[src/rtl/tick_pkg.sv]
package tick_pkg;

    localparam int unsigned DEF_PRESCALE  = 768;
    localparam int unsigned DEF_CNT_W     = 8;
    localparam int unsigned DEF_SLOW_LOG2 = 3;

    typedef struct packed {
        logic fast;
        logic slow;
    } tick_evt_t;

    typedef enum logic [0:0] {
        SRC_FAST = 1'b0,
        SRC_SLOW = 1'b1
    } tick_src_e;

    function automatic logic flag_next(input logic cur, input logic set, input logic clr);
        return set | (cur & ~clr);
    endfunction

endpackage

[src/rtl/tick_prescaler.sv]
module tick_prescaler #(
    parameter int unsigned PRESCALE = tick_pkg::DEF_PRESCALE
) (
    input  logic clk,
    input  logic rst,
    input  logic run,
    output logic tick
);
    localparam int unsigned PW = (PRESCALE > 1) ? $clog2(PRESCALE) : 1;
    localparam logic [PW-1:0] LAST = PW'(PRESCALE - 1);

    logic [PW-1:0] pre_q;

    assign tick = run && (pre_q == LAST);

    always_ff @(posedge clk) begin
        if (rst) begin
            pre_q <= '0;
        end else if (run) begin
            pre_q <= (pre_q == LAST) ? '0 : pre_q + 1'b1;
        end
    end
endmodule

[src/rtl/tick_counter.sv]
module tick_counter #(
    parameter int unsigned CNT_W     = tick_pkg::DEF_CNT_W,
    parameter int unsigned SLOW_LOG2 = tick_pkg::DEF_SLOW_LOG2
) (
    input  logic                clk,
    input  logic                rst,
    input  logic                tick,
    output logic [CNT_W-1:0]    count,
    output tick_pkg::tick_evt_t evt
);
    localparam logic [SLOW_LOG2-1:0] GRP_END = '1;

    logic [CNT_W-1:0] cnt_q;

    assign count    = cnt_q;
    assign evt.fast = tick;
    assign evt.slow = tick && (cnt_q[SLOW_LOG2-1:0] == GRP_END);

    always_ff @(posedge clk) begin
        if (rst) begin
            cnt_q <= '0;
        end else if (tick) begin
            cnt_q <= cnt_q + 1'b1;
        end
    end
endmodule

[src/rtl/tick_flag.sv]
module tick_flag (
    input  logic clk,
    input  logic rst,
    input  logic set,
    input  logic clr,
    output logic pend
);
    always_ff @(posedge clk) begin
        if (rst) begin
            pend <= 1'b0;
        end else begin
            pend <= tick_pkg::flag_next(pend, set, clr);
        end
    end
endmodule

[src/rtl/dual_rate_tick_timer.sv]
module dual_rate_tick_timer #(
    parameter int unsigned PRESCALE  = tick_pkg::DEF_PRESCALE,
    parameter int unsigned CNT_W     = tick_pkg::DEF_CNT_W,
    parameter int unsigned SLOW_LOG2 = tick_pkg::DEF_SLOW_LOG2
) (
    input  logic             clk,
    input  logic             rst,
    input  logic             suspend,
    input  logic             fast_clr,
    input  logic             slow_clr,
    output logic [CNT_W-1:0] count_o,
    output logic             fast_pend,
    output logic             slow_pend
);
    localparam int unsigned NSRC = 2;

    logic                tick;
    tick_pkg::tick_evt_t evt;
    logic [NSRC-1:0]     set_v;
    logic [NSRC-1:0]     clr_v;
    logic [NSRC-1:0]     pend_v;

    tick_prescaler #(.PRESCALE(PRESCALE)) u_pre (
        .clk  (clk),
        .rst  (rst),
        .run  (~suspend),
        .tick (tick)
    );

    tick_counter #(.CNT_W(CNT_W), .SLOW_LOG2(SLOW_LOG2)) u_cnt (
        .clk   (clk),
        .rst   (rst),
        .tick  (tick),
        .count (count_o),
        .evt   (evt)
    );

    assign set_v[tick_pkg::SRC_FAST] = evt.fast;
    assign set_v[tick_pkg::SRC_SLOW] = evt.slow;
    assign clr_v[tick_pkg::SRC_FAST] = fast_clr;
    assign clr_v[tick_pkg::SRC_SLOW] = slow_clr;

    for (genvar i = 0; i < NSRC; i++) begin : g_flag
        tick_flag u_flag (
            .clk  (clk),
            .rst  (rst),
            .set  (set_v[i]),
            .clr  (clr_v[i]),
            .pend (pend_v[i])
        );
    end

    assign fast_pend = pend_v[tick_pkg::SRC_FAST];
    assign slow_pend = pend_v[tick_pkg::SRC_SLOW];
endmodule

[config.mk]
export PLATFORM = sky130hd
export DESIGN_NAME = dual_rate_tick_timer
export DESIGN_NICKNAME = d
export VERILOG_FILES = /design/src/rtl/tick_pkg.sv /design/src/rtl/tick_prescaler.sv /design/src/rtl/tick_counter.sv /design/src/rtl/tick_flag.sv /design/src/rtl/dual_rate_tick_timer.sv
export SDC_FILE = /design/constraint.sdc
export NUM_CORES = 1
export LEC_CHECK = 0
export ABC_AREA = 1
export BUFFER_PORTS_ARGS = -buffer_cell sky130_fd_sc_hd__clkbuf_2
export CAP_MARGIN = 20
export CORE_MARGIN = 8
export CORE_UTILIZATION = 45
export DETAILED_ROUTE_END_ITERATION = 12
export GPL_ROUTABILITY_DRIVEN = 0
export HOLD_SLACK_MARGIN = 0.02
export PLACE_DENSITY = 0.65
export RECOVER_POWER = 25
export SLEW_MARGIN = 0
export SYNTH_ARGS = -nofsm -noshare
export SYNTH_HDL_FRONTEND = slang
export SYNTH_SLANG_ARGS = --single-unit
[constraint.sdc]
create_clock -name clk -period 2.93 [get_ports clk]
set_input_delay 0.293 -clock clk [delete_from_list [all_inputs] [get_ports clk]]
set_output_delay 0.293 -clock clk [all_outputs]
set_load 0.02 [all_outputs]
==> results.cfg <==
[cells_and_area]
fillCellCount = 241
seq_area_um2 = 400
diodes = 0
multi_input_area_um2 = 577
finalNonFillerCells = 198
drive_gt1_frac = 0.176
fin_nets = 180
area_growth_pct = 10.9

[clock_network]
root_buffer = clkbuf_4
cts_resized = 0
cts-hold-fix-buffers = 0
post-cts-setup-buffer-count = 0
cts_buffer_depth = 2
cts_tree = done
htreeDepth = 1
clock_sink_count = 20
clkTransAtPathRegs_ps = 110
cts_buffers = 3
worstSkewPairLatency_ps = 300

[sta]
fin_crit_ps = 1410
finalHoldViolCount = 0
timing.setup.tns_ps = 0
worst-slew-pin-transition_ps = 283
whs_ps = 172
relSlewSlack = 0.811
fmax_mhz = 709
setup_viol = 0
fin_worst_skew_ps = 11.4
grt_setup_unrepaired = no
slew_viol_final = 0
period_share = 0.481

[setup_path]
end_kind = flip-flop
max_stage_delay_ps = 370
r2r_start = u_pre.pre_q[0]
start_kind = flip-flop
critPathBufInv = 0
r2r_slack_ps = 1520
required_ps = 3130
arrival_ps = 1610
r2r_end = u_pre.pre_q[3]
cp_top_family = simple AND/OR/NAND/NOR gates
path_class = flip-flop to flip-flop
cp_slowest_cell = dfxtp_1
critPathMaxFanout = 7
r2r_cells = 6
cp_num_cells = 6
cp_cell_sequence = ha_1 > nand3_2 > nor2_4 > nand2_2 > nand2_4 > nor2_2

[pwr]
p_per_area_mw_per_mm2 = 364
ir_drop_mv = 0.219
p_leak_nw = 0.469

[global_route]
grt_overflow = 0
grt_max_degree = 16
antenna_found_initial = 0
first_global_vias = 903
grt_pass1_wl_um = 4030
grt.total_usage = 0.118

[yosys]
syn_nets = 162
async_reset_ff_frac = 0
avgSynthCellArea_um2 = 6.91
yosysTopAreaCell = dfxtp_1
seq_area_frac_synth = 0.376
synth_area_mm2 = 0.00106
synth-seq-cells = 20
synth.distinct_cells = 23
synth_commonest_cells = nand2_1, dfxtp_1, nand3_1, nor2_1, inv_1
ys_warn_count = 0
synth_top_area_frac = 0.376
synth_edf_count = 0
synth_flop_cell = dfxtp_1
yosysMostFrequentCell = nand2_1
synth.area.top_cells = dfxtp_1, nand2_1, nand3_1
synth_cells = 154

[floorplanning]
io_pins = 15
coreArea_mm2 = 0.00223
die_area_mm2 = 0.00418
num_rows = 17
die_height_um = 64.6
initial_core_util = 0.476
die_w_um = 64.6

[worst_hold_path]
min_delay_path_depth = 2
hold_path.class = input pin to flip-flop
worst_hold_startpoint = fast_clr
holdPathEnd = g_flag[0].u_flag.pend

[place]
hpwl_um = 1770
dp_cells = 195
io_buffers = 14

[routing]
drt_iter0_drc = 33
wl_um = 2280
num_vias = 991
drt_pass1_iterations = 4
wl_per_cell_um = 11.5
met2_length_um = 1030
met3_length_um = 102
top_layer = met4
wl_met1_um = 1110
avgViaCountPerCell = 5.01
route.detailed.drc = 0
postRouteAntennaNets = 0

[status]
status = finished clean

[job]
drv_cap = 0
where the power goes:
| part | leakage, nW | total, W | switching [W] | internal (W) |
|---|---|---|---|---|
| registers | 0.161 | 0.000276 | 0.00000181 | 0.000274 |
| clock network | 0.0138 | 0.000134 | 0.0000858 | 0.0000480 |
| logic | 0.294 | 0.0000197 | 0.0000131 | 0.00000656 |
| total | 0.469 | 0.000429 | 0.000101 | 0.000329 |
logic make-up after synthesis:
logic type	count (synthesis)	synth area share
flip-flops	20	0.376
buffers and inverters	23	0.0812
AO/OA/AOI/OAI	8	0.0471
adder cells (fa/ha/maj)	3	0.0353
AND/OR/NAND/NOR	95	0.419
XOR/XNOR	5	0.0412
layout make-up:
type | instances | area share
multi-input cells | 111 | 0.489
flip-flops and latches | 20 | 0.339
inverters | 22 | 0.0700
repair buffers | 14 | 0.0530
well taps | 28 | 0.0297
clock buffers | 3 | 0.0191
per-stage QoR:
step	power, W	area [µm²]	worst slack (ps)	utilization
6_report	0.000429	1180	1520	0.528
5_1_grt	0.000446	1180	1400	0.528
4_1_cts	0.000432	1190	1500	0.532
3_5_place_dp	0.000302	1160	1520	0.522
3_3_place_gp	0.000301	1160	1550	0.522
2_1_floorplan	0.000295	1060	1720	-
layer usage:
metal  global-route usage  up-vias
met5                    0        -
met1                0.158      446
met2                0.180       22
li1                     -      518
met4               0.0490        0
met3               0.0223        5
cell usage in the layout (no fill, tap or decap):
cell and count:
inv_2 5, xnor2_1 1, nor2_1 20, a21oi_1 3, ha_1 3, o21ai_2 1, clkbuf_2 8, nand3b_1 1
clkbuf_1 6, nand2_4 1, inv_1 17, nand2_1 38, xor2_1 4, nand3_2 3, nor3_1 1, o31ai_1 1
nand3_1 20, nor2_4 1, o21ai_1 2, clkbuf_4 3, dfxtp_1 20, a21oi_2 1, nand4_1 3, nand2_2 1
nor2_2 6
sequential cells by signal, indices dropped and copies added (netlist names):
register / count
g_flag.u_flag.pend: 2
u_pre.pre_q: 10
u_cnt.count: 8
how the worst max path moves through the flow:
| stage | end | from |
|---|---|---|
| 3_3_place_gp | u_cnt.count[0] | u_pre.pre_q[0] |
| 6_report | u_pre.pre_q[3] | u_pre.pre_q[0] |
| 4_1_cts | u_pre.pre_q[3] | u_pre.pre_q[0] |
| 3_5_place_dp | u_cnt.count[0] | u_pre.pre_q[0] |
| 2_1_floorplan | u_cnt.count[6] | u_cnt.count[1] |
| 5_1_grt | u_pre.pre_q[5] | u_pre.pre_q[1] |
worst register-to-register path, delay by kind of cell (launching register included):
| family | cells | cell delay (ps) |
|---|---|---|
| flip-flops | 1 | 370 |
| AND/OR/NAND/NOR | 5 | 710 |
| adder cells (fa/ha/maj) | 1 | 240 |
Power figures use the tool's default switching activity.
